<file path="src/rtl/rst_cause_pkg.sv">
package rst_cause_pkg;
  typedef enum logic [1:0] {
    ST_IDLE    = 2'd0,
    ST_DRIVE   = 2'd1,
    ST_RELEASE = 2'd2,
    ST_HOLD    = 2'd3
  } rstPhase_t;

  typedef struct packed {
    logic setPin;
  } ctlStrobes_t;
endpackage

</file>
<file path="src/rtl/rst_cause_ctrl_fsm.sv">
module rst_cause_ctrl_fsm
  import rst_cause_pkg::*;
#(
  parameter int DRIVE_CYCLES = 64,
  parameter int SAMPLE_DELAY = 32
) (
  input  logic        clk,
  input  logic        porReq,
  input  logic        anyIntReq,
  input  logic        pinIn,
  output ctlStrobes_t strb,
  output logic        pinDriveLow,
  output logic        sysRstN
);
  localparam int MAX_CNT = (DRIVE_CYCLES > SAMPLE_DELAY) ? DRIVE_CYCLES : SAMPLE_DELAY;
  localparam int CNT_W   = (MAX_CNT > 1) ? $clog2(MAX_CNT) : 1;
  localparam logic [CNT_W-1:0] DRIVE_LAST  = CNT_W'(DRIVE_CYCLES - 1);
  localparam logic [CNT_W-1:0] SAMPLE_LAST = CNT_W'(SAMPLE_DELAY - 1);

  rstPhase_t phase, phaseNext;
  logic [CNT_W-1:0] cnt, cntNext;

  always_comb begin
    phaseNext   = phase;
    cntNext     = cnt;
    strb.setPin = 1'b0;
    if (porReq || anyIntReq) begin
      phaseNext = ST_DRIVE;
      cntNext   = '0;
    end else begin
      unique case (phase)
        ST_IDLE: if (!pinIn) phaseNext = ST_HOLD;
        ST_HOLD: if (pinIn) begin
          strb.setPin = 1'b1;
          phaseNext   = ST_IDLE;
        end
        ST_DRIVE: begin
          if (cnt == DRIVE_LAST) begin
            phaseNext = ST_RELEASE;
            cntNext   = '0;
          end else begin
            cntNext = cnt + 1'b1;
          end
        end
        ST_RELEASE: begin
          if (cnt == SAMPLE_LAST) begin
            cntNext = '0;
            if (!pinIn) begin
              strb.setPin = 1'b1;
              phaseNext   = ST_HOLD;
            end else begin
              phaseNext = ST_IDLE;
            end
          end else begin
            cntNext = cnt + 1'b1;
          end
        end
        default: phaseNext = ST_IDLE;
      endcase
    end
  end

  always_ff @(posedge clk) begin
    phase <= phaseNext;
    cnt   <= cntNext;
  end

  assign pinDriveLow = (phase == ST_DRIVE);
  assign sysRstN     = (phase == ST_IDLE);
endmodule

</file>
<file path="src/rtl/rst_cause_flags.sv">
module rst_cause_flags
  import rst_cause_pkg::*;
#(
  parameter int NUM_INT_SRC = 5
) (
  input  logic                   clk,
  input  logic                   porReq,
  input  logic                   rdStrobe,
  input  logic [NUM_INT_SRC-1:0] srcReq,
  input  ctlStrobes_t            strb,
  output logic [NUM_INT_SRC+2:0] flags
);
  localparam int REG_W   = NUM_INT_SRC + 3;
  localparam int POR_BIT = REG_W - 1;
  localparam int PIN_BIT = REG_W - 2;

  logic [REG_W-1:0] setMask;
  logic [REG_W-1:0] flagsReg;

  assign setMask[0]       = 1'b0;
  assign setMask[PIN_BIT] = strb.setPin;
  assign setMask[POR_BIT] = 1'b0;
  for (genvar i = 0; i < NUM_INT_SRC; i++) begin : g_src
    assign setMask[i+1] = srcReq[i];
  end

  always_ff @(posedge clk) begin
    if (porReq) begin
      flagsReg <= REG_W'(1) << POR_BIT;
    end else begin
      flagsReg <= (rdStrobe ? '0 : flagsReg) | setMask;
    end
  end

  assign flags = flagsReg;
endmodule

</file>
<file path="src/rtl/rst_cause_ctrl.sv">
module rst_cause_ctrl
  import rst_cause_pkg::*;
#(
  parameter int DRIVE_CYCLES = 64,
  parameter int SAMPLE_DELAY = 32
) (
  input  logic       clk,
  input  logic       porReq,
  input  logic       wdogReq,
  input  logic       badOpReq,
  input  logic       badAddrReq,
  input  logic       usbRstReq,
  input  logic       lowVoltReq,
  input  logic       pinIn,
  output logic       pinDriveLow,
  input  logic       rdStrobe,
  output logic [7:0] rdData,
  output logic       sysRstN
);
  localparam int NUM_INT_SRC = 5;

  logic [NUM_INT_SRC-1:0] srcReq;
  ctlStrobes_t            strb;

  assign srcReq = {wdogReq, badOpReq, badAddrReq, usbRstReq, lowVoltReq};

  rst_cause_ctrl_fsm #(
    .DRIVE_CYCLES(DRIVE_CYCLES),
    .SAMPLE_DELAY(SAMPLE_DELAY)
  ) u_fsm (
    .clk        (clk),
    .porReq     (porReq),
    .anyIntReq  (|srcReq),
    .pinIn      (pinIn),
    .strb       (strb),
    .pinDriveLow(pinDriveLow),
    .sysRstN    (sysRstN)
  );

  rst_cause_flags #(
    .NUM_INT_SRC(NUM_INT_SRC)
  ) u_flags (
    .clk     (clk),
    .porReq  (porReq),
    .rdStrobe(rdStrobe),
    .srcReq  (srcReq),
    .strb    (strb),
    .flags   (rdData)
  );
endmodule

</file>
<file path="config.mk">
export PLATFORM = sky130hd
export DESIGN_NAME = rst_cause_ctrl
export DESIGN_NICKNAME = d
export VERILOG_FILES = /design/src/rtl/rst_cause_pkg.sv /design/src/rtl/rst_cause_ctrl_fsm.sv /design/src/rtl/rst_cause_flags.sv /design/src/rtl/rst_cause_ctrl.sv
export SDC_FILE = /design/constraint.sdc
export NUM_CORES = 1
export LEC_CHECK = 0
export BUFFER_PORTS_ARGS = -buffer_cell sky130_fd_sc_hd__buf_2
export CELL_PAD_IN_SITES_DETAIL_PLACEMENT = 0
export CELL_PAD_IN_SITES_GLOBAL_PLACEMENT = 1
export CORE_ASPECT_RATIO = 1.2
export CORE_MARGIN = 2
export CORE_UTILIZATION = 30
export DETAILED_ROUTE_END_ITERATION = 8
export PLACE_DENSITY = 0.73
export SYNTH_ARGS = -nofsm -noshare
export SYNTH_HDL_FRONTEND = slang
export SYNTH_HIERARCHICAL = 1
export SYNTH_SLANG_ARGS = --single-unit
</file>
<file path="constraint.sdc">
create_clock -name clk -period 1.8 [get_ports clk]
set_clock_uncertainty 0.15 [all_clocks]
set_input_delay 0.27 -clock clk [delete_from_list [all_inputs] [get_ports clk]]
set_output_delay 0.27 -clock clk [all_outputs]
set_load 0.005 [all_outputs]
</file>
==> run summary <==
The number of library cell types mapped by synthesis came out at 32. The routed wire length is 2010 um. The H-tree depth came out at 1. The ratio of cells with drive above 1 in the final layout is 0.408. For this run, the share of the core covered by cells in the final layout is 0.442.

The source-to-sink clock delay at the later pin of the worst-skew pair came out at 0.29 ns. The flow ran to the end, and the final reports show no timing, DRC or antenna violations. Power spread over the standard cell area amounts to 515 nW/um2. The pin count of the biggest net entering global routing came out at 10.

For the finished layout, the period the worst path requires is 1.75 ns. The number of nets in the synthesized netlist is 111. The area occupied by registers is 308 um2. The slack of the critical path came out at 0.0488 ns. For this configuration, the core starts out at a cell density of 0.320. The setup-violating endpoint count in the final report came out at 0. Including well taps, the total number of placed cells is 159. The fill cell total of the finished layout is 260. The number of global-route vias before repair came out at 750. The layout overhead on the synthesized area came out at 38.1%. The initial antenna violation count came out at 0. Summing over every cut layer, the via total after detailed routing is 793. The final-report hold violation count is 0.

Once detail routing completed, the nets flagged for antenna violations numbered 0. The worst setup path is launched from a flip-flop. The final HPWL from detailed placement is 1450 um. 19 I/O pins were placed.

The worst setup path is captured at a flip-flop. Synthesis produced 97 cells. The first detailed-routing pass took 4 iterations. Max-cap violations in this run came to 0. The mean post-synth cell area came out at 8.50 um2. The CTS tree is built.

The violation count after the first detailed-route iteration came out at 24. After clock tree synthesis, the clock-pin slew on the worst setup and hold paths is 0.09 ns. The arrival time reported for the critical path endpoint came out at 1.79 ns.

The worst hold path belongs to the class in2reg. The final setup TNS came out at 0 ns. Dividing the final minimum period by the clock period gives 0.973. The tree is rooted in a clkbuf_4. The number of non-filler instances in the completed layout came out at ~160. The weighted congestion reported at the end of routability-driven placement is 0.808. The net count of the finished layout is 145.

The initialized floorplan defines 20 standard-cell rows. Setup repair after global routing could not meet its margin everywhere. Across every metal layer, demand over resource in global routing totals 0.135. The sum of overflow across all layers after global routing came out at 0. Counting every sink on the clock net gives 15. IR analysis of the VDD net gives a maximum drop of 0.000202 V. At the worst endpoint, the required time is about 1.8 ns. The area of the core is between 2000 and 3000 um2. The number of buffers added by the clock tree synthesis step is 3. The share of the Yosys chip area taken by registers is 0.364.

After synthesis the netlist holds a flip-flop and latch count of 15. The area of all placed cells without fillers is approximately 1100 um2. The leakage power came out at 0.474 nW. After detailed routing, the average wire length per cell comes to 12.3 um. In this run the cell area measured after placement is 1060 um2.

The post-CTS setup repair buffer count is 0. The die width came out at 51.9 um. The commonest non-fill, non-tap cell in the layout is buf_2. The synthesized cell area came out at 825 um2. The mean number of vias per cell came out at 4.87. The number of diodes added for antenna fixing is 0. The number of synthesis warnings is 6. By startpoint and endpoint, the worst setup path is classified as reg2reg. The global-route wire length before repair is 3160 um. Derived from the worst setup path, the maximum achievable clock frequency is approximately 570 MHz.

In this run the worst path has a maximum fanout of 3. Counting along the longest clock path gives a buffer depth of 2. The count of buffers added on input and output ports is 17. In the routed design, unresolved DRC markers number 0. The die area came out at 3190 um2. The area used by multi-input combinational logic came out at ~530 um2.

In the layout the commonest cells are 17 x buf_2, 15 x buf_4, 11 x dfxtp_1. The floorplan die height is 61.4 um. At the placement stage, the worst setup path has a slack of 0.00779 ns. The final count of pins violating max slew is 0.
## stage by stage
step	power (mW)	hold WS, ns
finish	0.587	0.0591
global route	0.620	0.0585
CTS	0.595	0.0553
detailed placement	0.394	0.294
global placement	0.393	0.284
floorplan	0.370	0.189
## synthesized netlist by cell type, drive strengths merged
cell type / number / area share
nor3: 3 / 0.018
nand2: 5 / 0.023
and4: 1 / 0.014
nand4: 3 / 0.030
ha: 5 / 0.076
nor2: 8 / 0.036
o22a: 1 / 0.012
a211oi: 3 / 0.027
nand3: 2 / 0.012
xnor2: 1 / 0.011
or2: 2 / 0.015
o21bai: 1 / 0.0091
or4b: 1 / 0.012
a311o: 1 / 0.012
a41o: 1 / 0.012
clkbuf: 2 / 0.0091
o21ai: 2 / 0.012
a21oi: 10 / 0.061
a21o: 1 / 0.0091
a2111oi: 1 / 0.018
o21a: 1 / 0.0091
conb: 1 / 0.0045
a21boi: 1 / 0.0091
buf: 1 / 0.0091
nand2b: 10 / 0.076
nand3b: 1 / 0.0091
mux2: 1 / 0.014
xor2: 2 / 0.021
dfxtp: 15 / 0.36
or3: 1 / 0.014
inv: 9 / 0.041
## flip-flops by register name, indices dropped and copies added, names as in the netlist
name,cells
u_flags/flags,7
u_fsm/cnt,6
u_fsm/phase,2
## critical path, cell delays in order, from the launching register on
cell     delay (ns)
dfxtp_4        0.38
inv_1          0.06
ha_2           0.18
or3_4          0.40
and4_4         0.19
a311o_1        0.30
## worst paths after layout
| check | slack (ns) | endpoint | start | cells after the start |
|---|---|---|---|---|
| max | 0.05 | u_fsm/phase[1] | u_fsm/phase[1] | 5 |
| min | 0.06 | u_flags/flags[5] | wdogReq | 3 |
| max reg2reg | 0.05 | u_fsm/phase[1] | u_fsm/phase[1] | 5 |
| min reg2reg | 0.32 | u_flags/flags[7] | u_flags/flags[7] | 1 |
## cell type report
class,count,area share
repair buffers,32,0.174
clock buffers,4,0.0231
inverters,9,0.0297
multi-input cells,70,0.467
flip-flops and latches,15,0.270
well taps,33,0.0363
## where the power goes
part	total (mW)	internal, mW	switching [mW]
clock	0.202	0.0864	0.116
combinational	0.0412	0.0210	0.0202
sequential	0.343	0.339	0.00411
## cells by family after synthesis
kind of cell               share of synthesized area
and+or+nand+nor                                0.259
AOI/OAI and AO/OA                              0.191
DFF                                            0.364
buffers and inverters                         0.0592
adders and majority gates                     0.0759
xor gates and xnor gates                      0.0319
other                                        0.00455
muxes                                         0.0137
## layer usage
layer  share of wire  GRT usage  up-vias
met4           0.020     0.0752        0
met2            0.49      0.226       25
met1            0.44      0.159      364
met5               0          0        -
met3           0.053     0.0316        5
li1                -          -      399
## timing repair
action,CTS,global route
resized for setup,1,11
setup endpoints to repair,1,3
endpoints found under the hold margin,0,0
hold buffers,0,0
Note: power is estimated with default switching activity, not from simulation.
